--- src/rtl/mop_cu_pkg.sv ---
package mop_cu_pkg;
  parameter int NRD = 3;
  parameter int NWR = 2;

  typedef enum logic [1:0] {
    ST_IDLE  = 2'd0,
    ST_READ  = 2'd1,
    ST_EXEC  = 2'd2,
    ST_WRITE = 2'd3
  } cuState_e;

  typedef struct packed {
    logic [NRD-1:0] capOp;
    logic           capRes;
  } dpStrobe_t;
endpackage

--- src/rtl/mop_cu_dpath.sv ---
module mop_cu_dpath
  import mop_cu_pkg::*;
#(
  parameter int DATA_W = 16
) (
  input  logic                  clk,
  input  logic                  rstN,
  input  dpStrobe_t             strobe,
  input  logic [NRD*DATA_W-1:0] opData,
  input  logic [NWR*DATA_W-1:0] resData,
  output logic [NRD*DATA_W-1:0] opLatch,
  output logic [NWR*DATA_W-1:0] resOut
);
  for (genvar i = 0; i < NRD; i++) begin : g_op
    always_ff @(posedge clk) begin
      if (!rstN)
        opLatch[i*DATA_W +: DATA_W] <= '0;
      else if (strobe.capOp[i])
        opLatch[i*DATA_W +: DATA_W] <= opData[i*DATA_W +: DATA_W];
    end
  end

  always_ff @(posedge clk) begin
    if (!rstN)             resOut <= '0;
    else if (strobe.capRes) resOut <= resData;
  end
endmodule

--- src/rtl/mop_cu_ctrl.sv ---
module mop_cu_ctrl
  import mop_cu_pkg::*;
#(
  parameter int TAG_W    = 3,
  parameter int UNIT_TAG = 5
) (
  input  logic             clk,
  input  logic             rstN,
  input  logic             issueIn,
  input  logic [NRD-1:0]   rdNeedIn,
  input  logic [NWR-1:0]   wrNeedIn,
  input  logic [NRD-1:0]   goRd,
  input  logic [NWR-1:0]   goWr,
  input  logic             pipeResValid,
  input  logic [TAG_W-1:0] pipeResTag,
  input  logic             killIn,
  output logic             busy,
  output logic [NRD-1:0]   rdReq,
  output logic [NWR-1:0]   wrReq,
  output logic             rdRelease,
  output logic             pipeValid,
  output dpStrobe_t        strobe
);
  localparam logic [TAG_W-1:0] MyTag = TAG_W'(UNIT_TAG);

  cuState_e       state;
  logic [NRD-1:0] rdPend;
  logic [NWR-1:0] wrPend;
  logic [NWR-1:0] wrNeedQ;
  logic           rdRel;
  logic           stale;

  logic           ownRes;
  logic           accept;
  logic           readsDone;
  logic [NRD-1:0] rdLeft;
  logic [NWR-1:0] wrLeft;

  assign ownRes    = pipeResValid && (pipeResTag == MyTag);
  assign accept    = ownRes && !stale && (state == ST_EXEC);
  assign readsDone = (state == ST_READ) && (rdPend == '0);
  assign rdLeft    = rdPend & ~goRd;
  assign wrLeft    = wrPend & ~goWr;

  assign busy      = (state != ST_IDLE);
  assign rdReq     = rdPend & {NRD{rdRel}};
  assign wrReq     = wrPend;
  assign rdRelease = rdRel;
  assign pipeValid = readsDone && !killIn;

  assign strobe.capOp  = (state == ST_READ) ? (goRd & rdPend) : '0;
  assign strobe.capRes = accept;

  always_ff @(posedge clk) begin
    if (!rstN) begin
      state   <= ST_IDLE;
      rdPend  <= '0;
      wrPend  <= '0;
      wrNeedQ <= '0;
      rdRel   <= 1'b0;
      stale   <= 1'b0;
    end else begin
      stale <= (stale && !ownRes) || (killIn && (state == ST_EXEC) && !accept);
      if (killIn) begin
        state  <= ST_IDLE;
        rdPend <= '0;
        wrPend <= '0;
        rdRel  <= 1'b0;
      end else begin
        case (state)
          ST_IDLE: if (issueIn) begin
            state   <= ST_READ;
            rdPend  <= rdNeedIn;
            wrNeedQ <= wrNeedIn;
            rdRel   <= (rdNeedIn != '0);
          end
          ST_READ: begin
            rdPend <= rdLeft;
            if (rdLeft == '0) rdRel <= 1'b0;
            if (rdPend == '0)
              state <= (wrNeedQ == '0) ? ST_IDLE : ST_EXEC;
          end
          ST_EXEC: if (accept) begin
            state  <= ST_WRITE;
            wrPend <= wrNeedQ;
          end
          ST_WRITE: begin
            wrPend <= wrLeft;
            if (wrLeft == '0) state <= ST_IDLE;
          end
          default: state <= ST_IDLE;
        endcase
      end
    end
  end

  p_req_needs_busy_r2: assert property (@(posedge clk) disable iff (!rstN)
    ((rdReq != '0) || (wrReq != '0)) |-> busy);

  p_issue_sets_busy_r2: assert property (@(posedge clk) disable iff (!rstN)
    (issueIn && !busy && !killIn) |=> busy);

  p_req_released_r6: assert property (@(posedge clk) disable iff (!rstN)
    (rdReq != '0) |-> rdRelease);

  p_writes_after_reads_r8: assert property (@(posedge clk) disable iff (!rstN)
    (wrReq != '0) |-> (!rdRelease && rdReq == '0));

  p_dispatch_pulse_r5: assert property (@(posedge clk) disable iff (!rstN)
    pipeValid |=> !pipeValid);

  p_kill_clears_r10: assert property (@(posedge clk) disable iff (!rstN)
    killIn |=> (!busy && rdReq == '0 && wrReq == '0 && !rdRelease));

  for (genvar i = 0; i < NRD; i++) begin : g_rdchk
    p_grant_drops_req_r3: assert property (@(posedge clk) disable iff (!rstN)
      (rdReq[i] && goRd[i]) |=> !rdReq[i]);
  end

  for (genvar j = 0; j < NWR; j++) begin : g_wrchk
    p_grant_drops_wr_r9: assert property (@(posedge clk) disable iff (!rstN)
      (wrReq[j] && goWr[j]) |=> !wrReq[j]);
  end
endmodule

--- src/rtl/multi_op_cu.sv ---
module multi_op_cu
  import mop_cu_pkg::*;
#(
  parameter int DATA_W   = 16,
  parameter int TAG_W    = 3,
  parameter int UNIT_TAG = 5
) (
  input  logic                  clk,
  input  logic                  rstN,
  input  logic                  issueIn,
  input  logic [NRD-1:0]        rdNeedIn,
  input  logic [NWR-1:0]        wrNeedIn,
  input  logic [NRD-1:0]        goRd,
  input  logic [NWR-1:0]        goWr,
  input  logic [NRD*DATA_W-1:0] opData,
  input  logic                  pipeResValid,
  input  logic [TAG_W-1:0]      pipeResTag,
  input  logic [NWR*DATA_W-1:0] pipeResData,
  input  logic                  killIn,
  output logic                  busy,
  output logic [NRD-1:0]        rdReq,
  output logic [NWR-1:0]        wrReq,
  output logic                  rdRelease,
  output logic                  pipeValid,
  output logic [TAG_W-1:0]      pipeTag,
  output logic [NRD*DATA_W-1:0] opLatch,
  output logic [NWR*DATA_W-1:0] resOut
);
  dpStrobe_t strobe;

  assign pipeTag = TAG_W'(UNIT_TAG);

  mop_cu_ctrl #(.TAG_W(TAG_W), .UNIT_TAG(UNIT_TAG)) u_ctrl (
    .clk(clk), .rstN(rstN), .issueIn(issueIn), .rdNeedIn(rdNeedIn),
    .wrNeedIn(wrNeedIn), .goRd(goRd), .goWr(goWr),
    .pipeResValid(pipeResValid), .pipeResTag(pipeResTag), .killIn(killIn),
    .busy(busy), .rdReq(rdReq), .wrReq(wrReq), .rdRelease(rdRelease),
    .pipeValid(pipeValid), .strobe(strobe)
  );

  mop_cu_dpath #(.DATA_W(DATA_W)) u_dpath (
    .clk(clk), .rstN(rstN), .strobe(strobe), .opData(opData),
    .resData(pipeResData), .opLatch(opLatch), .resOut(resOut)
  );
endmodule

--- config.mk ---
export PLATFORM = sky130hd
export DESIGN_NAME = multi_op_cu
export DESIGN_NICKNAME = d
export VERILOG_FILES = /design/src/rtl/mop_cu_pkg.sv /design/src/rtl/mop_cu_dpath.sv /design/src/rtl/mop_cu_ctrl.sv /design/src/rtl/multi_op_cu.sv
export SDC_FILE = /design/constraint.sdc
export NUM_CORES = 1
export LEC_CHECK = 0
export ABC_AREA = 1
export BUFFER_PORTS_ARGS = -buffer_cell sky130_fd_sc_hd__buf_2
export CORE_MARGIN = 5
export CORE_UTILIZATION = 51
export CTS_CLUSTER_SIZE = 12
export DETAILED_ROUTE_END_ITERATION = 16
export GPL_TIMING_DRIVEN = 0
export HOLD_SLACK_MARGIN = 0.02
export PLACE_DENSITY_LB_ADDON = 0.15
export SETUP_SLACK_MARGIN = 0.4
export SYNTH_ARGS = -nofsm -noshare
export SYNTH_HDL_FRONTEND = slang
export SYNTH_HIERARCHICAL = 1
export SYNTH_SLANG_ARGS = --single-unit
--- constraint.sdc ---
create_clock -name clk -period 2.5 [get_ports clk]
set_input_delay 0.25 -clock clk [delete_from_list [all_inputs] [get_ports clk]]
set_output_delay 0.25 -clock clk [all_outputs]
set_load 0.02 [all_outputs]
# Yosys cells after proc, flatten, opt, wreduce, memory -nomap -nowiden
# Cells that the tools add are included.
dict set report totals {
  regBits 91
  inputBits 98
  output_inout_bits 91
  word_cells 69
}
dict set report classes {
  eq_ne 9
  n_mux 14
  n_bitwise 8
  n_reduce_logical 28
}
# op n
set op_table {}
lappend op_table {{$mux W2} 6}
lappend op_table {{$and A3 B3 Y3} 3}
lappend op_table {{$logic_and A1 B1 Y1} 8}
lappend op_table {{$pmux W2 S4} 1}
lappend op_table {{$logic_not A2 Y1} 3}
lappend op_table {{$logic_not A3 Y1} 2}
lappend op_table {{$mux W3} 2}
lappend op_table {{$ne A2 B2 Y1 const B} 3}
lappend op_table {{$pmux W3 S2} 1}
lappend op_table {{$reduce_and A3 Y1} 2}
lappend op_table {{$reduce_bool A2 Y1} 3}
lappend op_table {{$eq A2 B2 Y1 const B} 2}
lappend op_table {{$logic_not A1 Y1} 4}
lappend op_table {{$ne A2 B1 Y1 const B} 2}
lappend op_table {{$pmux W2 S2} 1}
lappend op_table {{$reduce_and A2 Y1} 2}
lappend op_table {{$reduce_and A4 Y1} 1}
lappend op_table {{$eq A3 B3 Y1 const B} 1}
lappend op_table {{$not A3 Y3} 1}
lappend op_table {{$reduce_bool A3 Y1} 1}
lappend op_table {{$and A2 B2 Y2} 1}
lappend op_table {{$eq A2 B1 Y1 const B} 1}
lappend op_table {{$mux W1} 2}
lappend op_table {{$not A1 Y1} 2}
lappend op_table {{other kinds (4)} 4}

# Longest topological paths before layout
# Gate-level depths: netlist (run 1).
dict set report depth {
  ltp_word 7
  ltp_mapped 12
  mapped_depth_nobuf 9
}

# Modules after synthesis
# The synthesis (run 1) kept the hierarchy.
# mod instances cells_per_inst area_each_um2 seq_area_each_um2
set by_module_without_submodules {}
lappend by_module_without_submodules {mop_cu_dpath 1 505 3478.3 1601.5}
lappend by_module_without_submodules {mop_cu_ctrl 1 118 730.7 220.2}
lappend by_module_without_submodules {multi_op_cu 1 5 30.0 0.0}

# Least setup slack after synthesis (run 1)
# No wires, ideal clock.
dict set report synth_timing {
  path_kind {register to register}
  from {reg u_ctrl.state[0]}
  to {reg u_dpath.opLatch[10]}
  setup_time_ns 0.113
  arrival_time_ns 1.296
  t_required_ns 2.387
  setup_slack_ns 1.091
  path_stages_with_launch 8
  n_path_buf 2
  synth_period_minus_slack_ns 1.409
  cell_sequence {dfxtp_1 -> nand2_1 -> buf_6 -> nor3_1 -> buf_2 -> nand2_1 -> nand2_1 -> nor2_1}
}
# item line_no
set synth_rtl {}
lappend synth_rtl {{start: declaration} mop_cu_ctrl.sv:26} ;# cuState_e state;
lappend synth_rtl {{start signal: assignment} mop_cu_ctrl.sv:81} ;# state <= (wrNeedQ == '0) ? ST_IDLE : ST_EXEC;
lappend synth_rtl {{end signal: indexed assignment} mop_cu_dpath.sv:19} ;# opLatch[i*DATA_W +: DATA_W] <= opData[i*DATA_W +: DATA_W];
lappend synth_rtl {{end: declaration} mop_cu_dpath.sv:11} ;# output logic [NRD*DATA_W-1:0] opLatch,

==> results by group, run 1 <==
Status
  – Status: complete, no violations

Logic synthesis
  – Yosys top cell by area: dfxtp_1
  – Mux share of post-synthesis cell area: 0%
  – Most frequent cells after synthesis: nand2_1 (156), nor2_1 (145), inv_1 (100)
  – EDFF count, synth: 0
  – Synth warn: 6
  – Post-Synth XOR/XNOR Area: 0%
  – Synth top area cells: dfxtp_1 (43%), nand2_1 (14%), nor2_1 (13%), inv_1 (8.9%), nor2_2 (5.2%)
  – Mapped Avg Cell Area: 6.75 µm²
  – Yosys reg bits: 91
  – Main synth FF type: dfxtp_1
  – Most common cell in the synthesized netlist: nand2_1
  – Complex-gate fraction of the synthesized area: 2.80%
  – Yosys cell types: 27
  – Async SR Flop Fraction: 0%
  – Post-synth top area share: 43.0%
  – Seq/Total Area, Yosys: 43.0%
  – Adder-cell area share of the yosys netlist: 0%
  – Cell Area, Synth: 4240 µm²
  – Synth Area in Simple Gates: 38.4%
  – Largest family of logic cells by synthesized area: simple AND/OR/NAND/NOR gates
  – Syn Inst Count: 628

STA
  – Final setup violating endpoints: 0
  – Worst Tran Pin Value: 0.515 ns
  – Max Clk Rate: 582 MHz
  – Period utilisation layout: 68.7%
  – Sum Neg Setup Slack: 0 ns
  – Skew final: 0.0118 ns
  – Final Hold Violating Endpoints: 0
  – Min Hold Slack: 0.119 ns
  – Slew Limit Headroom: 65.4%
  – Final worst slack: 0.782 ns
  – Final Critical Period: 1.72 ns
  – RSZ-0062 raised after global routing: no
  – Slew Viols, Final: 0

Power and ir drop
  – Leakage: 3.08 nW
  – Pwr/cell area: 485 nW/µm²
  – Power Total: 0.00265 W
  – Worst VDD drop: 0.339 mV

GRT
  – Gr usage total: 20.7%
  – Vias in the first global route: 3861
  – GRT overflow: 0
  – Pin count of the biggest net entering global routing: 16
  – Global-route wire length before repair: 17.2 mm
  – Initial antenna violation count: 0

Clock network
  – Number of gates resized after CTS: 0
  – Clock buffer depth: 2
  – Setup Fix Bufs, Post-CTS: 0
  – Num CTS Buffers: 9
  – Sink Count: 91
  – Clock root buffer master: clkbuf_8
  – Clk_lat worst skew: 0.35 ns
  – H-tree Lvls: 3
  – CTS tree: yes
  – CTS Hold Bufs: 0
  – Reg clk slew, reported paths: 0.09 ns

Cells and area
  – Area delta synth->final: 29.2%
  – Nets: 923
  – Layout cells sized above 1: 36.7%
  – Final core occ: 67.0%
  – N_diodes: 0

Routing
  – Wire length per cell: 11.4 µm
  – Vias per cell: 4.41
  – Vias: 4120
  – Drt drc: 0
  – Final wirelength: 10.7 mm
  – Antenna-violating nets left: 0
  – Pre-antenna DRT Iters: 4
  – Iter 0 DRT Violations: 171

Die
  – Core footprint: 8180 µm²
  – Full die area: 10200 µm²
  – Height of the die: 101 µm
  – Initial Util: 51.9%
  – Ports: 189
  – Floorplan row count: 33
  – Die span in x: 101 µm

Setup path
  – CP endpoint kind: flip-flop
  – Critical path peak fanout: 10
  – Crit path arrival time: 1.98 ns
  – WP data required: 2.76 ns
  – Setup CP Type: flip-flop to flip-flop
  – CP Launch Type: flip-flop

Placed design
  – Port Buf Inserts: 185
  – HPWL after DPL: 8.30 mm
  – RD Place Congestion: 0.859
  – DP Worst Slack: 0.766 ns

Run
  – Maxcap violations: 0

Min path
  – Hold WC Path Type: input pin to flip-flop
flip-flops by register name (all words and copies together) (netlist names), named ones only:
signal and cells:
u_ctrl/rdPend 3, u_ctrl/rdRelease 1, u_ctrl/stale 1, u_ctrl/state 1
u_ctrl/wrNeedQ 2, u_ctrl/wrReq 2, u_dpath/opLatch 48, u_dpath/resOut 32
kinds of logic after synthesis:
kind of cell | Yosys count
AO/OA/AOI/OAI | 22
buffers and inverters | 136
flip-flops | 91
other | 2
AND/OR/NAND/NOR | 377
worst paths after layout:
check,slack (ns),from,cells after the start,to
min reg2reg,0.47,u_ctrl/stale,2,u_ctrl/stale
max reg2reg,0.78,u_ctrl/state[0],7,u_dpath/opLatch[18]
min,0.12,wrNeedIn[1],3,u_ctrl/wrNeedQ[1]
max,0.78,u_ctrl/state[0],7,u_dpath/opLatch[18]
cell usage in the layout, fill, tap and decap left out:
cell and n:
clkbuf_8 10, o21ai_1 6, clkinvlp_4 4, conb_1 3, a21oi_1 8, nor3_2 1
nand3_1 2, buf_2 194, o21ai_0 5, inv_6 1, nor2_8 1, nand2_2 29
inv_2 5, nor2_2 35, buf_4 13, clkinv_1 1, inv_1 100, buf_12 3
buf_6 3, nand2_1 156, dfxtp_1 91, nand4_1 1, o31ai_1 1, nor2_1 145
buf_8 2, nor2_4 2, o21a_1 1, nand3b_1 1, o21ai_2 1, nor3_1 4
power by group:
group | internal, W | switching (W)
clock network | 0.000386 | 0.000517
registers | 0.00146 | 0.0000105
logic | 0.000125 | 0.000155
cell type report:
class	instances	area, µm²
sequential	91	1820
fill	773	2700
multi-input combinational	402	1760
inverter	106	398
tap	105	131
buffer	30	267
clock inverter	5	38.8
timing repair buffer	185	926
clock buffer	10	138
metal layers:
metal	vias to the layer above	track usage (%)	part of all wire (%)
met1	1760	26.4	43
li1	2184	-	-
met4	0	9.82	3.4
met2	149	33.1	46
met5	-	0	0
met3	27	4.75	7.9
critical path, cell delays in order, from the launching register on:
cell and delay [ns]:
dfxtp_1 0.45, nand2_1 0.12, buf_6 0.15, nor3_1 0.41, buf_2 0.31, nand2_1 0.08, nand2_1 0.06, nor2_1 0.04
per-stage QoR:
step / instance area (µm²) / instances
floorplan: 4240 / 629
global placement: 5300 / 919
detailed placement: 5300 / 919
CTS: 5480 / 934
global route: 5480 / 934
finish: 5480 / 934
Note: power is estimated with default switching activity, not from simulation.
==> run 2: changes to the inputs <==
--- a/config.mk
+++ b/config.mk
@@ -8,7 +8,7 @@
 export ABC_AREA = 1
 export BUFFER_PORTS_ARGS = -buffer_cell sky130_fd_sc_hd__buf_2
 export CORE_MARGIN = 5
-export CORE_UTILIZATION = 51
+export CORE_UTILIZATION = 47
 export CTS_CLUSTER_SIZE = 12
 export DETAILED_ROUTE_END_ITERATION = 16
 export GPL_TIMING_DRIVEN = 0
==> constraint.sdc (replaced) <==
create_clock -name clk -period 1.7 [get_ports clk]
set_input_delay 0.17 -clock clk [delete_from_list [all_inputs] [get_ports clk]]
set_output_delay 0.17 -clock clk [all_outputs]
set_load 0.02 [all_outputs]
==> run 2 against run 1 <==
- global-route usage decreased by 2.0 points
- sequential power rose by 47%
- total power grew 59%
- non-clock buffer count is 19 higher
- clock skew rose by 0.0020 ns
- clock power is 76% higher
- sequential cell count unchanged
- cell count increased by 2.5%
- count of clock-buffer cells in the layout increased by 2
- critical path type is now flip-flop to output pin
- largest cell class is now multi-input combinational cells
- register-to-register slack got worse by 0.45 ns
- largest power group unchanged
- via count increased by 3.5%
==> results by group, run 2 (synthesized netlist as in run 1, its figures left out) <==
Clock network
  – CTS tree: yes
  – Clock buffer depth: 2 (unchanged)
  – Num CTS Buffers: 9 (unchanged)
  – CTS Hold Bufs: 0 (unchanged)
  – H-tree Lvls: 3 (unchanged)
  – Sink Count: 91 (unchanged)
  – Clock root buffer master: clkbuf_8
  – Clk_lat worst skew: 0.35 ns (about the same)
  – Reg clk slew, reported paths: 0.09 ns (about the same)

Routing
  – Drt drc: 0 (unchanged)
  – Wire length per cell: 11.6 µm (+1.7%)
  – Pre-antenna DRT Iters: 7 (+3)
  – Iter 0 DRT Violations: 115 (-33%)
  – Vias per cell: 4.46 (+1.0%)
  – Vias: 4265 (+3.5%)
  – Final wirelength: 11.1 mm (+4.2%)
  – Antenna-violating nets left: 0 (unchanged)

Power and ir drop
  – Worst VDD drop: 0.423 mV (+25%)
  – Leakage: 3.30 nW (+7.3%)
  – Pwr/cell area: 710 nW/µm² (+47%)

Cells and area
  – Max FFs per register: 48 (unchanged)
  – N_diodes: 0 (unchanged)
  – Layout cells sized above 1: 43.1% (+6.4 points)
  – Commonest non-fill, non-tap cell in the layout: buf_2
  – Final std cells w/o fill: 957 (+2.5%)
  – Top Registers: u_dpath/opLatch x48, u_dpath/resOut x32, u_ctrl/rdPend x3
  – Final core occ: 67.7% (+0.67 points)
  – Nets: 942 (+2.1%)
  – Largest Register: u_dpath/opLatch
  – Area delta synth->final: 39.9%
  – Most frequent cells in the layout: buf_2 (185), nand2_1 (152), nor2_1 (120)

Die
  – Initial Util: 48.4% (-3.5 points)
  – Height of the die: 105 µm (+3.8%)
  – Core footprint: 8760 µm² (+7.2%)
  – Ports: 189 (unchanged)
  – Die span in x: 105 µm (+3.8%)
  – Floorplan row count: 34 (+3.0%)
  – Full die area: 11000 µm² (+7.7%)

STA
  – Final Critical Period: 1.38 ns
  – Slew Viols, Final: 0 (unchanged)
  – Final Hold Violating Endpoints: 0 (unchanged)
  – Period utilisation layout: 81.2%
  – Sum Neg Setup Slack: 0 ns (unchanged)
  – Final setup violating endpoints: 0 (unchanged)
  – Skew final: 0.0139 ns (+0.00204 ns)
  – RSZ-0062 raised after global routing: yes
  – Max Clk Rate: 725 MHz

GRT
  – Vias in the first global route: 3907 (+1.2%)
  – Gr usage total: 18.7% (-2.0 points)
  – Global-route wire length before repair: 17.4 mm (+1.6%)
  – Pin count of the biggest net entering global routing: 16 (unchanged)
  – GRT overflow: 0 (unchanged)
  – Initial antenna violation count: 0 (unchanged)

Placed design
  – Cell count after placement: 922 (+0.33%)
  – Port Buf Inserts: 185 (unchanged)
  – HPWL after DPL: 8.21 mm (-1.1%)
  – RD Place Congestion: 0.876 (+1.9%)

Min path
  – Hold WC Path Type: input pin to flip-flop
  – Hold Path Stages: 3 (unchanged)

Setup path
  – Critical path peak fanout: 6 (-4)
  – WP data required: 1.53 ns (-1.23 ns)
  – CP endpoint kind: output pin
  – Setup CP Type: flip-flop to output pin
  – Crit path arrival time: 1.21 ns (-0.77 ns)
  – CP Launch Type: flip-flop
  – R2R depth: 9 (+2)

Status
  – Status: complete, no violations

Run
  – Maxcap violations: 0 (unchanged)
## run 2: per-stage QoR
step	instance area, µm²	setup WS [ns]	power (W)	hold WS (ns)
floorplan	4240	0.291	0.00246	0.302
global placement	5310	0.0426	0.00262	0.397
detailed placement	5310	0.0295	0.00262	0.421
CTS	5730	0.296	0.00423	0.0476
global route	5930	0.262	0.00441	0.0712
finish	5930	0.320	0.00421	0.0660
## run 2: routing by layer
metal	track usage, %	part of all wire (%)	routed length (µm)
met5	0	0	0
met4	5.84	1.5	167
met3	6.17	8.8	978
met2	33.1	50	5550
met1	21.3	40	4440
## run 2: layout make-up
cell class	instances	area (µm²)
clock inverters	4	55.1
flip-flops and latches	91	1840
plain buffers	30	327
multi-input cells	402	1900
clock buffers	12	165
inverters	106	403
fillers	792	2830
well taps	108	135
repair buffers	204	1110
## run 2: path summary, 6_finish.rpt
check / start / slack, ns / endpoint
worst max register to register: flip-flop / 0.33 / u_dpath/opLatch[30]
worst min-delay path: wrNeedIn[1] / 0.07 / u_ctrl/wrNeedQ[1]
worst max-delay path: flip-flop / 0.32 / pipeValid
worst min register to register: u_ctrl/stale / 0.46 / u_ctrl/stale
## run 2: repair_timing
action,in CTS,in global routing
endpoints found under the hold margin,0,0
resized for setup,52,31
cloned,0,4
endpoints found under the setup margin,82,90
buffers inserted,8,7
pin swaps,3,10
## run 2: power breakdown
part	leakage (nW)	internal, W	switching (W)	total [W]
Clock	0.110	0.000812	0.000773	0.00159
Combinational	2.46	0.000213	0.000251	0.000464
Sequential	0.737	0.00215	0.0000156	0.00216
Total	3.30	0.00317	0.00104	0.00421
## run 2: critical path: stages (launching register included)
cell and delay (ns):
dfxtp_4 0.37, inv_4 0.06, nand2_2 0.05, buf_6 0.14
nor3_2 0.09, buf_4 0.16
==> run 3: changes to the inputs <==
--- a/config.mk
+++ b/config.mk
@@ -5,10 +5,10 @@
 export SDC_FILE = /design/constraint.sdc
 export NUM_CORES = 1
 export LEC_CHECK = 0
-export ABC_AREA = 1
+export ABC_AREA = 0
 export BUFFER_PORTS_ARGS = -buffer_cell sky130_fd_sc_hd__buf_2
 export CORE_MARGIN = 5
-export CORE_UTILIZATION = 47
+export CORE_UTILIZATION = 46
 export CTS_CLUSTER_SIZE = 12
 export DETAILED_ROUTE_END_ITERATION = 16
 export GPL_TIMING_DRIVEN = 0
==> constraint.sdc (replaced) <==
create_clock -name clk -period 1.4 [get_ports clk]
set_input_delay 0.14 -clock clk [delete_from_list [all_inputs] [get_ports clk]]
set_output_delay 0.14 -clock clk [all_outputs]
set_load 0.02 [all_outputs]
==> run 3 against run 2 <==
- the run now ends with setup timing left
- hold slack lost 0.023 ns
- sequential power rose by 21%
- sequential cell count unchanged
- critical endpoint is now u_dpath/resOut[28]
- largest cell class is now buffers
==> results by group, run 3 <==
Routing
  – Met2 wire length: 5.61 mm (+1.1%)
  – Vias: 3245 (-24%)
  – Pre-antenna DRT Iters: 4 (-3)
  – Wire length per cell: 15.5 µm (+33%)
  – Wire length on met1: 3.94 mm (-11%)
  – Vias per cell: 4.73 (+6.1%)
  – Final wirelength: 10.7 mm (-4.3%)
  – Highest Signal Layer: met4
  – Length of routed met3 wiring: 902 µm (-7.8%)
  – Iter 0 DRT Violations: 52 (-55%)
  – Drt drc: 0 (unchanged)
  – Antenna-violating nets left: 0 (unchanged)

Cells and area
  – Layout cells sized above 1: 63.9% (+21 points)
  – Commonest non-fill, non-tap cell in the layout: buf_2
  – Max FFs per register: 48 (unchanged)
  – Area delta synth->final: 62.6%
  – Largest Register: u_dpath/opLatch
  – Final instance area: 6180 µm² (+4.2%)
  – Top Registers: u_dpath/opLatch x48, u_dpath/resOut x32, u_ctrl/rdPend x3
  – Final std cells w/o fill: 686 (-28%)
  – Nets: 674 (-28%)
  – Fill cell total of the finished layout: 554 (-30%)
  – N_diodes: 0 (unchanged)
  – Most frequent cells in the layout: buf_2 (101), nor2b_1 (82), mux2i_1 (79)

Setup path
  – Critical path peak fanout: 7 (+1)
  – CP endpoint kind: flip-flop
  – Worst reg-to-reg setup slack: -0.24 ns (-0.57 ns)
  – CP Launch Type: flip-flop
  – Setup CP Type: flip-flop to flip-flop
  – CP Cell Sequence: buf_6 -> inv_4 -> nor4_4 -> buf_4 -> buf_12 -> clkbuf_16 -> mux2i_1 -> nor2b_1
  – Crit path arrival time: 1.88 ns (+0.67 ns)
  – Biggest cell delay along the critical path: 0.34 ns (-0.03 ns)
  – Kind of cell adding the most delay to the critical path: buffers and inverters
  – Max stage delay cell, worst path: dfxtp_2
  – Worst r2r dst: u_dpath/resOut[28]
  – Crit path to: u_dpath/resOut[28]
  – Worst path depth: 8 (+3)
  – R2R depth: 8 (-1)
  – WP data required: 1.64 ns (+0.11 ns)
  – Buf+Inv Stages, Crit Path: 5 (+2)

Logic synthesis
  – Most common cell in the synthesized netlist: dfxtp_1
  – Yosys cell types: 35 (+30%)
  – Synth top area cells: dfxtp_1 (48%), mux2i_1 (22%), nor2b_1 (14%), buf_12 (3.2%), buf_6 (1.8%)
  – Most frequent cells after synthesis: dfxtp_1 (91), mux2i_1 (85), nor2b_1 (83)
  – EDFF count, synth: 0 (unchanged)
  – Post-synth top area share: 48.0% (+5.0 points)
  – Mapped Avg Cell Area: 11.2 µm² (+66%)
  – Yosys reg bits: 91 (unchanged)
  – Main synth FF type: dfxtp_1
  – Yosys top cell by area: dfxtp_1
  – Syn Inst Count: 338 (-46%)
  – Seq/Total Area, Yosys: 48.0% (+5.0 points)
  – Async SR Flop Fraction: 0% (unchanged)
  – Cell Area, Synth: 3800 µm² (-10%)
  – Synth warn: 6 (unchanged)

STA
  – Period utilisation layout: 117%
  – Skew final: 0.0160 ns (+0.00215 ns)
  – Min Hold Slack: 0.0432 ns (-0.0228 ns)
  – Final Critical Period: 1.64 ns
  – Final Hold Violating Endpoints: 0 (unchanged)
  – Final worst slack: -0.238 ns (-0.557 ns)
  – RSZ-0062 raised after global routing: yes
  – Slew Viols, Final: 0 (unchanged)
  – Max Clk Rate: 611 MHz
  – Final setup violating endpoints: 90 (+90)

Placed design
  – HPWL after DPL: 7.04 mm (-14%)
  – Port Buf Inserts: 185 (unchanged)
  – Cell count after placement: 629 (-32%)
  – Cell Area, Placed: 4880 µm² (-8.0%)
  – RD Place Congestion: 0.753 (-14%)

Clock network
  – CTS tree: yes
  – CTS Hold Bufs: 0 (unchanged)
  – Sink Count: 91 (unchanged)
  – Clock buffer depth: 2 (unchanged)
  – H-tree Lvls: 3 (unchanged)
  – Clock root buffer master: clkbuf_8
  – Clk_lat worst skew: 0.35 ns (about the same)
  – Reg clk slew, reported paths: 0.10 ns (about the same)
  – Num CTS Buffers: 9 (unchanged)

Die
  – Die span in x: 101 µm (-3.9%)
  – Initial Util: 46.7% (-1.7 points)
  – Height of the die: 101 µm (-3.9%)
  – Ports: 189 (unchanged)
  – Core footprint: 8130 µm² (-7.2%)
  – Floorplan row count: 33 (-2.9%)
  – Full die area: 10200 µm² (-7.7%)

GRT
  – Vias in the first global route: 3216 (-18%)
  – Initial antenna violation count: 0 (unchanged)
  – GRT overflow: 0 (unchanged)
  – Pin count of the biggest net entering global routing: 16 (unchanged)
  – Gr usage total: 18.9% (+0.16 points)
  – Global-route wire length before repair: 15.2 mm (-13%)

Power and ir drop
  – Pwr/cell area: 765 nW/µm² (+7.7%)
  – Power Total: 0.00473 W (+12%)
  – Leakage: 2.48 nW (-25%)
  – Worst VDD drop: 0.546 mV (+29%)

Min path
  – Worst hold start: pipeResData[2]
  – Hold WC Path Type: input pin to flip-flop

Status
  – Violated checks: setup timing
  – Status: finished, violations left

Run
  – Maxcap violations: 0 (unchanged)
-- run 3: cells by family (layout without fill, tap and decap cells) --
family	after synthesis	count (layout)	synth area share [%]
compound gates	15	15	2.80
buf+inv	28	270	7.08
flops	91	91	48.0
mux	85	85	22.4
other cells	2	3	0.198
simple gates	117	117	19.5
-- run 3: worst reg2reg max path, cell delays in order (launching register included) --
cell and delay, ns:
dfxtp_2 0.34, buf_6 0.11, inv_4 0.05, nor4_4 0.29, buf_4 0.17, buf_12 0.14, clkbuf_16 0.16, mux2i_1 0.19
nor2b_1 0.08
-- run 3: how the worst min path moves through the flow --
stage                               to  slack [ns]  cells after the start
floorplan            u_ctrl/wrNeedQ[0]        0.27                      1
global placement    u_dpath/resOut[19]        0.39                      3
detailed placement  u_dpath/resOut[12]        0.41                      3
CTS                  u_dpath/resOut[2]        0.03                      3
global route        u_dpath/resOut[10]        0.03                      3
finish               u_dpath/resOut[2]        0.04                      3
-- run 3: final cells by class --
cell class	count	area, µm²	share of cell area [%]
Multi-Input combinational cell	220	1820	29.5
Tap cell	105	131	2.13
Buffer	26	288	4.66
Inverter	2	12.5	0.203
Sequential cell	91	1930	31.3
Timing Repair Buffer	226	1790	29.1
Clock buffer	12	165	2.67
Clock inverter	4	32.5	0.527
-- run 3: per-layer routing --
layer  GRT usage, %  up-vias
li1               -     1607
met2           33.4      126
met3           5.40       18
met1           21.5     1494
met4           7.15        0
met5              0        -
-- run 3: through the flow --
step                setup slack, ns  TNS [ns]  util (%)
finish                       -0.238    -16.11      75.9
global placement             -0.239    -13.04      60.0
detailed placement           -0.286    -15.00      60.0
floorplan                    -0.122     -6.28         -
global route                 -0.316    -21.53      75.9
CTS                          -0.209    -14.57      69.6
-- run 3: repair_timing --
action / 4_1_cts / 5_1_grt
pin swaps: 9 / 12
cloned: 4 / 3
gates resized for setup: 123 / 135
buffers inserted: 20 / 14
endpoints found under the setup margin: 160 / 175
-- run 3: report_power, final --
group / switching (W) / internal [W]
combinational: 0.000168 / 0.000241
clock: 0.000909 / 0.000801
sequential: 0.0000142 / 0.00259
